File: config.mk
export PLATFORM = sky130hd
export DESIGN_NAME = bfc_vec_cvt
export DESIGN_NICKNAME = d
export VERILOG_FILES = /design/src/rtl/bfc_pkg.sv /design/src/rtl/bfc_lane.sv /design/src/rtl/bfc_flag_acc.sv /design/src/rtl/bfc_vec_cvt.sv
export SDC_FILE = /design/constraint.sdc
export NUM_CORES = 1
export LEC_CHECK = 0
export BUFFER_PORTS_ARGS = -buffer_cell sky130_fd_sc_hd__buf_2
export CORE_AREA = 2 2 110 112
export CTS_BUF_LIST = sky130_fd_sc_hd__clkbuf_4 sky130_fd_sc_hd__clkbuf_8
export DETAILED_ROUTE_END_ITERATION = 8
export DIE_AREA = 0 0 112 114
export PLACE_DENSITY = 0.71
export RECOVER_POWER = 100
export SETUP_SLACK_MARGIN = 0.4
export SYNTH_ARGS = -nofsm -noshare
export SYNTH_HDL_FRONTEND = slang
export SYNTH_SLANG_ARGS = --single-unit
File: constraint.sdc
create_clock -name clk -period 2 [get_ports clk]
set_input_delay 0.2 -clock clk [delete_from_list [all_inputs] [get_ports clk]]
set_output_delay 0.2 -clock clk [all_outputs]
set_load 0.005 [all_outputs]
File: src/rtl/bfc_pkg.sv
package bfc_pkg;
    localparam int unsigned SRC_W      = 32;
    localparam int unsigned DST_W      = 16;
    localparam int unsigned EXP_W      = 8;
    localparam int unsigned SRC_FRAC_W = SRC_W - EXP_W - 1;
    localparam int unsigned DST_FRAC_W = DST_W - EXP_W - 1;
    localparam int unsigned DROP_W     = SRC_W - DST_W;
    localparam logic [DST_W-1:0] QNAN_DEF = 16'h7FC0;

    typedef struct packed {
        logic idc;   // input denormal flushed
        logic ixc;   // inexact
        logic ofc;   // overflow
        logic ioc;   // invalid operation
    } fexc_t;

    localparam int unsigned FEXC_W = $bits(fexc_t);

    typedef enum logic [1:0] {
        ST_IDLE    = 2'd0,
        ST_DONE    = 2'd1,
        ST_REFUSED = 2'd2
    } ostate_t;
endpackage

File: src/rtl/bfc_lane.sv
module bfc_lane
    import bfc_pkg::*;
(
    input  logic [SRC_W-1:0] src,
    output logic [DST_W-1:0] dst,
    output fexc_t            exc
);
    logic                  sgn;
    logic [EXP_W-1:0]      ex;
    logic [SRC_FRAC_W-1:0] fr;
    logic [DST_W-2:0]      kept;
    logic [DST_W-2:0]      mag;
    logic                  guard_b;
    logic                  sticky_b;
    logic                  rnd_up;

    assign sgn      = src[SRC_W-1];
    assign ex       = src[SRC_W-2 -: EXP_W];
    assign fr       = src[SRC_FRAC_W-1:0];
    assign kept     = src[SRC_W-2:DROP_W];
    assign guard_b  = src[DROP_W-1];
    assign sticky_b = |src[DROP_W-2:0];
    assign rnd_up   = guard_b & (sticky_b | src[DROP_W]);
    assign mag      = kept + {{(DST_W-2){1'b0}}, rnd_up};

    always_comb begin
        dst = '0;
        exc = '0;
        if (ex == '1) begin
            if (fr != '0) begin
                dst     = QNAN_DEF;
                exc.ioc = ~fr[SRC_FRAC_W-1];
            end else begin
                dst = {sgn, kept};
            end
        end else if (ex == '0) begin
            dst     = {sgn, {(DST_W-1){1'b0}}};
            exc.idc = (fr != '0);
        end else begin
            dst     = {sgn, mag};
            exc.ixc = guard_b | sticky_b;
            exc.ofc = (mag[DST_W-2:DST_FRAC_W] == '1);
        end
    end

    // any NaN leaving the lane is the canonical quiet NaN
    always_comb begin
        if (dst[DST_W-2:DST_FRAC_W] == '1 && dst[DST_FRAC_W-1:0] != '0) begin
            p_canon_nan_r4: assert (dst == QNAN_DEF)
                else $error("p_canon_nan_r4: non-default NaN %h", dst);
        end
    end

    // overflow never comes without inexact
    always_comb begin
        p_ovf_inexact_r3: assert (!exc.ofc || exc.ixc)
            else $error("p_ovf_inexact_r3: overflow without inexact");
    end
endmodule

File: src/rtl/bfc_flag_acc.sv
module bfc_flag_acc
    import bfc_pkg::*;
(
    input  logic  clk,
    input  logic  rst_n,
    input  logic  clr,
    input  logic  merge_en,
    input  fexc_t merge_in,
    output fexc_t sticky
);
    always_ff @(posedge clk) begin
        if (!rst_n) begin
            sticky <= '0;
        end else if (clr) begin
            sticky <= merge_en ? merge_in : '0;
        end else if (merge_en) begin
            sticky <= sticky | merge_in;
        end
    end

    p_sticky_keep_r8: assert property (@(posedge clk) disable iff (!rst_n)
        !clr |=> ((sticky & $past(sticky)) == $past(sticky)))
        else $error("p_sticky_keep_r8: a sticky bit dropped");

    p_clear_r9: assert property (@(posedge clk) disable iff (!rst_n)
        (clr && !merge_en) |=> (sticky == '0))
        else $error("p_clear_r9: flags not cleared");
endmodule

File: src/rtl/bfc_vec_cvt.sv
module bfc_vec_cvt
    import bfc_pkg::*;
#(
    parameter int unsigned LANES = 4,
    localparam int unsigned IN_W  = LANES * SRC_W,
    localparam int unsigned OUT_W = LANES * DST_W
) (
    input  logic             clk,
    input  logic             rst_n,
    input  logic             in_valid,
    input  logic [IN_W-1:0]  in_vec,
    input  logic             src_idx_lsb,
    input  logic             flag_clr,
    output logic [OUT_W-1:0] out_vec,
    output logic             out_valid,
    output logic             out_undef,
    output logic [FEXC_W-1:0] sticky_flags
);
    ostate_t          state_q;
    ostate_t          state_d;
    logic [OUT_W-1:0] conv_vec;
    fexc_t            lane_exc [LANES];
    fexc_t            all_exc;
    fexc_t            sticky_q;
    logic             accept;

    assign accept = in_valid & ~src_idx_lsb;

    for (genvar g = 0; g < LANES; g++) begin : g_lane
        bfc_lane u_lane (
            .src (in_vec[g*SRC_W +: SRC_W]),
            .dst (conv_vec[g*DST_W +: DST_W]),
            .exc (lane_exc[g])
        );
    end

    always_comb begin
        all_exc = '0;
        for (int i = 0; i < LANES; i++) begin
            all_exc = all_exc | lane_exc[i];
        end
    end

    bfc_flag_acc u_flags (
        .clk      (clk),
        .rst_n    (rst_n),
        .clr      (flag_clr),
        .merge_en (accept),
        .merge_in (all_exc),
        .sticky   (sticky_q)
    );

    assign sticky_flags = sticky_q;

    always_comb begin
        if (!in_valid)        state_d = ST_IDLE;
        else if (src_idx_lsb) state_d = ST_REFUSED;
        else                  state_d = ST_DONE;
    end

    always_ff @(posedge clk) begin
        if (!rst_n) state_q <= ST_IDLE;
        else        state_q <= state_d;
    end

    always_ff @(posedge clk) begin
        if (!rst_n)      out_vec <= '0;
        else if (accept) out_vec <= conv_vec;
    end

    always_comb begin
        out_valid = 1'b0;
        out_undef = 1'b0;
        unique case (state_q)
            ST_IDLE:    ;
            ST_DONE:    out_valid = 1'b1;
            ST_REFUSED: out_undef = 1'b1;
            default:    ;
        endcase
    end

    p_accept_r1: assert property (@(posedge clk) disable iff (!rst_n)
        (in_valid && !src_idx_lsb) |=> (out_valid && !out_undef))
        else $error("p_accept_r1: no result pulse");

    p_hold_r1: assert property (@(posedge clk) disable iff (!rst_n)
        !(in_valid && !src_idx_lsb) |=> ($stable(out_vec) && !out_valid))
        else $error("p_hold_r1: result moved without request");

    p_refuse_r10: assert property (@(posedge clk) disable iff (!rst_n)
        (in_valid && src_idx_lsb && !flag_clr) |=> (out_undef && !out_valid && $stable(sticky_flags)))
        else $error("p_refuse_r10: refused request had an effect");
endmodule

==> out/summary.md, run 1 <==
- starting DRC count in detailed routing: 222
- number of enable-type register cells in the synthesized netlist: 0
- Worst Clk Skew: 0 ps
- most frequent cells in the layout: sky130_fd_sc_hd__buf_2, sky130_fd_sc_hd__dfxtp_1, sky130_fd_sc_hd__nand2_1
- post-CTS clock slew at the launch and capture registers of the worst setup and hold paths: 80 ps
- largest vdd supply drop: 344 uV
- DRC violations left: 0
- classification of the worst setup path: input port to flip-flop
- sum of negative setup slack: 0 ps
- die extent in y: 114 um
- transition at the pin with the smallest max-transition slack: 955 ps
- number of antenna violations at the first check in global routing: 2
- HPWL after DPL: 11500 um
- vias in the first global route: 4584
- Max Freq: 601 MHz
- global-route wire length before repair: 23200 um
- fraction of the yosys area taken by sequential cells: 0.307
- number of clock buffers inserted by TritonCTS: 9
- Worst Setup EP: out_vec[59]
- via/cell ratio: 5.34
- cell area after technology mapping: 0.00456 mm2
- average detailed-routed wire length per instance: 15.7 um
- element type at the critical path start: input port
- count of buffers from port buffering: 202
- CTS tree: done
- arrival time of data at the critical path endpoint: 1900 ps
- reg-to-reg critical path endpoint: u_flags.sticky[1]
- number of maximum-capacitance constraint violations: 0
- crit path buf inv count: 2
- final critical delay including setup and external delays: 1660 ps
- routability cong.: 0.952
- critical path, cell by cell: clkbuf_1, nor2b_1, buf_4, nand2_1, o221a_2
- FF+latch count, synth: 70
- Die Width: 112 um
- nature of the critical path endpoint: flip-flop
- # rows: 40
- most frequently used flop master after synthesis: sky130_fd_sc_hd__dfxtp_1
- effective utilization at floorplan: 0.390
- clock root buffer: sky130_fd_sc_hd__clkbuf_8
- ANT nets after route: 0
- residual overflow from global routing: 0
- Setup Viol. Count Final: 0
- total leakage power: 2.37 nW
- worst skew pair latency: 350 ps
- Routed WL: 14600 um
- Req. time, crit path: 2240 ps
- number of warnings printed during yosys synthesis: 0
- minimum setup slack among reg-to-reg paths: 870 ps
- worst min-delay path category: input port to flip-flop
- unrepaired setup endpoints after global routing: yes
- reg-to-reg critical path startpoint: u_flags.sticky[1]
- Synth Net Count: 704
- largest net degree at the start of global routing: 41
- origin of the worst setup path: in_valid
- area overhead of the layout relative to synthesis: 28.5%
- die footprint: 0.0128 mm2
- count of final hold-check violations: 0
- post-CTS setup buffers: 0
- Core Region: 0.0117 mm2
- areal power density over the cells: 555 mW/mm2
- net count of the finished layout: 912
- most common cell after layout, fill and taps aside: sky130_fd_sc_hd__buf_2
- worst-case headroom to the max-slew limit: 0.362
- CP max stage delay: 780 ps
- critical path's top delay family: simple AND/OR/NAND/NOR gates
- asr flop ratio synth: 0
- I/O pin total: 203
- pins over their slew limit: 0
- cell area after layout: 0.00586 mm2
- critical-path maximum fanout: 13
- status: finished, final reports clean
- standard cell with the maximum stage delay on the critical path: sky130_fd_sc_hd__nor2b_1
- total via count in the routed design: 4952
- worst hold slack after final layout: 90.6 ps
- instance count of the mapped netlist: 567
- Unique masters post-synth: 72
- Worst Reg2Reg Path Length in Cells: 4
- global-route usage over all layers: 0.225
- share of the clock period used by the worst path after layout: 0.832
- number of levels the H-tree was split into: 3
- standard cell area after detailed placement: 0.00578 mm2
- WP depth: 5
- TritonCTS Sinks: 70
- fraction of final layout cells sized beyond drive strength 1: 0.302
- average footprint of a synthesized cell: 8.05 um2
- Max Root-Sink Buffers: 2
- number of cells on the worst hold path: 2
- detailed-routing iteration count for the pre-antenna-repair pass: 4
-- routing by layer --
metal / GRT usage / wire length (um) / vias to the layer above / part of all wire
li1: - / - / 2522 / -
met1: 0.307 / 6880 / 2253 / 0.47
met2: 0.358 / 6550 / 160 / 0.45
met3: 0.0521 / 971 / 17 / 0.066
met4: 0.0650 / 200 / 0 / 0.014
met5: 0 / 0 / - / 0
-- layout make-up --
type / count / area [um2]
Antenna cell: 2 / 5.00
Clock buffer: 11 / 151
Clock inverter: 4 / 22.5
Fill cell: 1198 / 5850
Inverter: 10 / 37.5
Multi-Input combinational cell: 459 / 2940
Sequential cell: 70 / 1400
Tap cell: 147 / 184
Timing Repair Buffer: 225 / 1120
-- cells in the mapped netlist (3+ instances only) --
library cell,n,area [um2]
sky130_fd_sc_hd__dfxtp_1,70,1400
sky130_fd_sc_hd__nand2_1,57,214
sky130_fd_sc_hd__nor2_1,42,158
sky130_fd_sc_hd__o21ai_0,37,185
sky130_fd_sc_hd__xnor2_1,34,298
sky130_fd_sc_hd__nand3_1,30,150
sky130_fd_sc_hd__a21oi_1,29,145
sky130_fd_sc_hd__nor3_1,28,140
sky130_fd_sc_hd__nor4_1,25,156
sky130_fd_sc_hd__clkbuf_1,16,60.1
sky130_fd_sc_hd__nand4_1,16,100
sky130_fd_sc_hd__nor2b_1,14,87.6
sky130_fd_sc_hd__a21boi_0,11,82.6
sky130_fd_sc_hd__and2_1,11,68.8
sky130_fd_sc_hd__xor2_1,11,96.3
sky130_fd_sc_hd__inv_1,10,37.5
sky130_fd_sc_hd__o221a_2,10,113
sky130_fd_sc_hd__and4_1,5,43.8
sky130_fd_sc_hd__buf_4,5,37.5
sky130_fd_sc_hd__nand2b_1,5,31.3
sky130_fd_sc_hd__o211a_1,5,50.1
sky130_fd_sc_hd__o31ai_1,5,37.5
sky130_fd_sc_hd__a31oi_1,4,25.0
sky130_fd_sc_hd__buf_6,4,45.0
sky130_fd_sc_hd__ha_1,4,50.1
sky130_fd_sc_hd__nor3_2,4,40.0
sky130_fd_sc_hd__nor4_2,4,50.1
sky130_fd_sc_hd__o21ai_1,4,20.0
sky130_fd_sc_hd__a211oi_1,3,22.5
sky130_fd_sc_hd__and3_1,3,18.8
sky130_fd_sc_hd__and3_2,3,22.5
sky130_fd_sc_hd__buf_2,3,15.0
sky130_fd_sc_hd__nand3_2,3,30.0
sky130_fd_sc_hd__nand3b_1,3,22.5
sky130_fd_sc_hd__o21a_1,3,22.5
-- worst min path at each step --
stage	from	end	slack, ps
global placement	u_flags.sticky[3]	u_flags.sticky[3]	430
floorplan	in_vec[30]	out_vec[14]	330
detailed placement	u_flags.sticky[3]	u_flags.sticky[3]	430
CTS	in_vec[127]	out_vec[63]	90
global route	src_idx_lsb	state_q[1]	100
finish	src_idx_lsb	state_q[1]	90
-- cells by family after synthesis --
| logic type | count (synthesis) | share of synthesized area |
|---|---|---|
| XOR/XNOR | 45 | 0.0864 |
| multiplexers | 1 | 0.00219 |
| buffers and inverters | 38 | 0.0428 |
| adder cells (fa/ha/maj) | 4 | 0.0110 |
| AND/OR/NAND/NOR | 276 | 0.349 |
| flip-flops | 70 | 0.307 |
| AO/OA/AOI/OAI | 133 | 0.202 |
-- power breakdown --
part	internal (mW)	switching (mW)	leakage, nW
clock network	0.505	0.560	0.0910
logic	0.300	0.375	1.70
registers	1.47	0.0403	0.575
total	2.28	0.975	2.37
-- repair_timing --
action | 4_1_cts | 5_1_grt
endpoints found under the hold margin | 0 | 0
gates resized for setup | 0 | 2
hold buffers | 0 | 0
endpoints found under the setup margin | 0 | 2
-- per-stage QoR --
step	worst slack, ps	std cells	utilization	power, mW
floorplan	407	567	-	1.87
global placement	135	911	0.494	2.23
detailed placement	79.7	911	0.494	2.23
CTS	453	926	0.509	3.30
global route	199	926	0.500	3.42
finish	336	928	0.501	3.25
-- registers in the layout, indices dropped and copies added (netlist names) --
signal          flops
out_vec            64
state_q             2
u_flags.sticky      4
Note: power is estimated with default switching activity, not from simulation.
==> inputs of run 2 (changes only) <==
clock period = 1.75 ns   (was 2 ns; I/O delays follow)
==> out/summary.md, run 2 (synthesized netlist as in run 1, its figures left out) <==
- status: finished, final reports clean
- Die Width: 112 um
- TritonCTS Sinks: 70
- register name with the most flops: out_vec
- global-route wire length before repair: 25000 um
- effective utilization at floorplan: 0.390
- cell area after layout: 0.00622 mm2
- Routed WL: 15800 um
- DRC violations left: 0
- I/O pin total: 203
- area overhead of the layout relative to synthesis: 36.3%
- Core Region: 0.0117 mm2
- most common cell after layout, fill and taps aside: sky130_fd_sc_hd__buf_2
- via/cell ratio: 5.47
- worst skew pair latency: 360 ps
- count of buffers from port buffering: 202
- arrival time of data at the critical path endpoint: 1730 ps
- average detailed-routed wire length per instance: 16.8 um
- count of final hold-check violations: 0
- total via count in the routed design: 5147
- total leakage power: 2.51 nW
- Setup Viol. Count Final: 0
- die extent in y: 114 um
- ANT nets after route: 0
- largest vdd supply drop: 407 uV
- net count of the finished layout: 926
- routability cong.: 0.928
- classification of the worst setup path: input port to flip-flop
- clock root buffer: sky130_fd_sc_hd__clkbuf_8
- detailed-routing iteration count for the pre-antenna-repair pass: 5
- number of antenna violations at the first check in global routing: 0
- starting DRC count in detailed routing: 272
- worst-case headroom to the max-slew limit: 0.442
- met3 global-route usage: 0.0547
- residual overflow from global routing: 0
- number of levels the H-tree was split into: 3
- max FFs per register: 64
- number of hold buffers added after cts: 0
- global-route usage over all layers: 0.241
- Placement Setup Slack: -20.4 ps
- areal power density over the cells: 669 mW/mm2
- worst min-delay path category: input port to flip-flop
- pins over their slew limit: 0
- leading registers by flop count: out_vec (64), u_flags.sticky (4), state_q (2)
- Worst Clk Skew: 0 ps
- met2 global-route usage: 0.407
- critical-path maximum fanout: 14
- standard cell area after detailed placement: 0.00594 mm2
- element type at the critical path start: input port
- nature of the critical path endpoint: flip-flop
- met1 capacity usage during global routing: 0.310
- Inserted Diodes: 0
- Max Root-Sink Buffers: 2
- HPWL after DPL: 12400 um
- Max Freq: 671 MHz
- unrepaired setup endpoints after global routing: yes
- die footprint: 0.0128 mm2
- share of the clock period used by the worst path after layout: 0.851
- final critical delay including setup and external delays: 1490 ps
- Req. time, crit path: 1990 ps
- post-layout worst setup margin: 261 ps
- most frequent cells in the layout: sky130_fd_sc_hd__buf_2, sky130_fd_sc_hd__dfxtp_1, sky130_fd_sc_hd__nand2_1
- number of clock buffers inserted by TritonCTS: 9
- CTS tree: done
- most utilized layer in the global route result: met2
- largest net degree at the start of global routing: 25
- # rows: 40
- vias in the first global route: 4994
- post-layout utilization of the core: 0.531
- transition at the pin with the smallest max-transition slack: 836 ps
- number of maximum-capacitance constraint violations: 0
- fraction of final layout cells sized beyond drive strength 1: 0.340
- post-CTS clock slew at the launch and capture registers of the worst setup and hold paths: 80 ps
run 2: report_power, final:
part	internal [mW]	switching, mW	leakage, nW
clock network	0.925	0.678	0.123
registers	1.68	0.0472	0.575
logic	0.363	0.460	1.82
run 2: final timing paths:
path                      from                 to  slack, ps  cells after the start
min reg2reg         out_vec[3]         out_vec[3]        470                      2
max reg2reg  u_flags.sticky[1]  u_flags.sticky[1]        570                      4
max                in_vec[121]  u_flags.sticky[2]        260                      7
min                 in_vec[95]        out_vec[47]         90                      3
run 2: final cells by class:
class / count / area [um2]
Fill cell: 1180 / 5490
Sequential cell: 70 / 1400
Inverter: 10 / 37.5
Timing Repair Buffer: 239 / 1220
Clock buffer: 12 / 165
Tap cell: 147 / 184
Multi-Input combinational cell: 459 / 3130
Clock inverter: 4 / 77.6
run 2: routing by layer:
metal | routed length [um] | vias up
met5 | 0 | -
met4 | 161 | 0
met3 | 1020 | 17
met2 | 7620 | 176
met1 | 7040 | 2415
li1 | - | 2539
run 2: stage by stage:
| step | cells | hold slack, ps | setup TNS (ps) | power, mW |
|---|---|---|---|---|
| 2_1_floorplan | 567 | 310 | 0 | 2.14 |
| 3_3_place_gp | 923 | 446 | 0 | 2.57 |
| 3_5_place_dp | 923 | 457 | -30.2 | 2.58 |
| 4_1_cts | 939 | 71.8 | 0 | 4.19 |
| 5_1_grt | 941 | 85.6 | 0 | 4.35 |
| 6_report | 941 | 86.4 | 0 | 4.16 |
run 2: critical path, cell delays in order:
cell and delay (ps):
sky130_fd_sc_hd__clkbuf_1 390, sky130_fd_sc_hd__nand3_4 200, sky130_fd_sc_hd__or3_4 390, sky130_fd_sc_hd__nand2_4 180, sky130_fd_sc_hd__o22ai_1 150, sky130_fd_sc_hd__nor3_2 150, sky130_fd_sc_hd__o21ai_0 100
run 2: repair_timing:
action,CTS,global route
gates resized for setup,2,20
buffers inserted,0,2
hold endpoints to repair,0,0
setup endpoints to repair,2,10
pin swaps,1,13
==> inputs of run 3 (changes only) <==
CTS_BUF_LIST = default   (was sky130_fd_sc_hd__clkbuf_4 sky130_fd_sc_hd__clkbuf_8)
==> out/summary.md, run 3 (synthesized netlist as in run 1, its figures left out) <==
- net count of the finished layout: 930
- most common cell after layout, fill and taps aside: sky130_fd_sc_hd__buf_2
- TritonCTS Sinks: 70
- classification of the worst setup path: input port to flip-flop
- ANT nets after route: 0
- worst min-delay path category: input port to flip-flop
- # rows: 40
- pins over their slew limit: 0
- number of antenna violations at the first check in global routing: 0
- power share of the combinational group: 0.180
- clock root buffer: sky130_fd_sc_hd__clkbuf_16
- areal power density over the cells: 724 mW/mm2
- number of maximum-capacitance constraint violations: 0
- count of final hold-check violations: 0
- effective utilization at floorplan: 0.390
- die extent in y: 114 um
- total leakage power: 2.62 nW
- DRC violations left: 0
- average detailed-routed wire length per instance: 16.9 um
- transition at the pin with the smallest max-transition slack: 822 ps
- max FFs per register: 64
- area overhead of the layout relative to synthesis: 40.8%
- element type at the critical path start: input port
- sum of negative setup slack: 0 ps
- switching pwr: 1.23 mW
- worst skew pair latency: 330 ps
- Worst Clk Skew: 0 ps
- global-route usage over all layers: 0.239
- HPWL after DPL: 12400 um
- number of non-filler instances in the completed layout: 945
- routability cong.: 0.928
- register name with the most flops: out_vec
- number of levels the H-tree was split into: 3
- arrival time of data at the critical path endpoint: 1750 ps
- Req. time, crit path: 1970 ps
- total via count in the routed design: 5182
- switching share of power: 0.263
- relative contribution of sequential cells to total power: 0.372
- largest net degree at the start of global routing: 25
- number of clock buffers inserted by TritonCTS: 9
- Inst Count DP: 923
- detailed-routing iteration count for the pre-antenna-repair pass: 5
- die footprint: 0.0128 mm2
- leading registers by flop count: out_vec (64), u_flags.sticky (4), state_q (2)
- via/cell ratio: 5.48
- global-route wire length before repair: 24800 um
- largest vdd supply drop: 480 uV
- Routed WL: 15900 um
- vias in the first global route: 4982
- critical-path maximum fanout: 14
- Setup Viol. Count Final: 0
- count of buffers from port buffering: 202
- final critical delay including setup and external delays: 1530 ps
- number of hold buffers added after cts: 0
- status: finished, final reports clean
- residual overflow from global routing: 0
- I/O pin total: 203
- starting DRC count in detailed routing: 269
- Max Freq: 653 MHz
- Core Region: 0.0117 mm2
- fraction of final layout cells sized beyond drive strength 1: 0.356
- CTS tree: done
- share of the clock period used by the worst path after layout: 0.875
- nature of the critical path endpoint: flip-flop
- Inserted Diodes: 0
- most frequent cells in the layout: sky130_fd_sc_hd__buf_2, sky130_fd_sc_hd__dfxtp_1, sky130_fd_sc_hd__nand2_1
- cell area after layout: 0.00642 mm2
- Max Root-Sink Buffers: 2
- internal power component: 3.43 mW
- standard cell area after detailed placement: 0.00594 mm2
- worst-case headroom to the max-slew limit: 0.452
- unrepaired setup endpoints after global routing: yes
- part of the power in the clock network: 0.448
- post-CTS clock slew at the launch and capture registers of the worst setup and hold paths: 60 ps
- Die Width: 112 um
[run 3: path summary, 6_finish.rpt]
| check | startpoint | end | slack (ps) | cells after the start |
|---|---|---|---|---|
| min reg2reg | out_vec[18] | out_vec[18] | 470 | 2 |
| min | in_vec[95] | out_vec[47] | 130 | 3 |
| max | in_vec[121] | u_flags.sticky[2] | 220 | 7 |
| max reg2reg | u_flags.sticky[1] | u_flags.sticky[1] | 560 | 4 |
[run 3: repair_timing]
item | CTS | global route
setup endpoints to repair | 4 | 12
gates resized for setup | 6 | 31
pin swaps | 3 | 20
buffers inserted | 0 | 6
[run 3: layer usage]
| layer | global-route usage | vias to the layer above | part of all wire |
|---|---|---|---|
| met1 | 0.312 | 2430 | 0.44 |
| met3 | 0.0515 | 14 | 0.062 |
| met2 | 0.401 | 182 | 0.49 |
| met5 | 0 | - | 0 |
| li1 | - | 2556 | - |
| met4 | 0.0659 | 0 | 0.0082 |
[run 3: cell type report]
cell class / count / area [um2]
fill: 1150 / 5290
clock buffer: 12 / 267
multi-input combinational: 459 / 3180
sequential: 70 / 1400
timing repair buffer: 243 / 1280
tap: 147 / 184
inverter: 10 / 37.5
clock inverter: 4 / 77.6
[run 3: critical path, cell delays in order]
cell and delay [ps]:
sky130_fd_sc_hd__clkbuf_1 390, sky130_fd_sc_hd__nand3_4 220, sky130_fd_sc_hd__or3_4 400, sky130_fd_sc_hd__nand2_4 180, sky130_fd_sc_hd__o22ai_1 150, sky130_fd_sc_hd__nor3_2 160
sky130_fd_sc_hd__o21ai_1 80
[run 3: stage by stage]
stage	hold slack (ps)	setup slack, ps	total power, mW	util
detailed placement	457	-20.4	2.58	0.507
floorplan	310	234	2.14	-
global placement	446	7.31	2.57	0.507
CTS	109	382	4.68	0.539
finish	126	218	4.65	0.549
global route	125	145	4.85	0.549
[run 3: power by group through the flow]
stage,clock network (mW),registers [mW],logic (mW)
CTS,2.12,1.73,0.825
detailed placement,0,1.77,0.818
global placement,0,1.76,0.804
floorplan,0,1.77,0.375
finish,2.08,1.73,0.839
global route,2.18,1.74,0.922
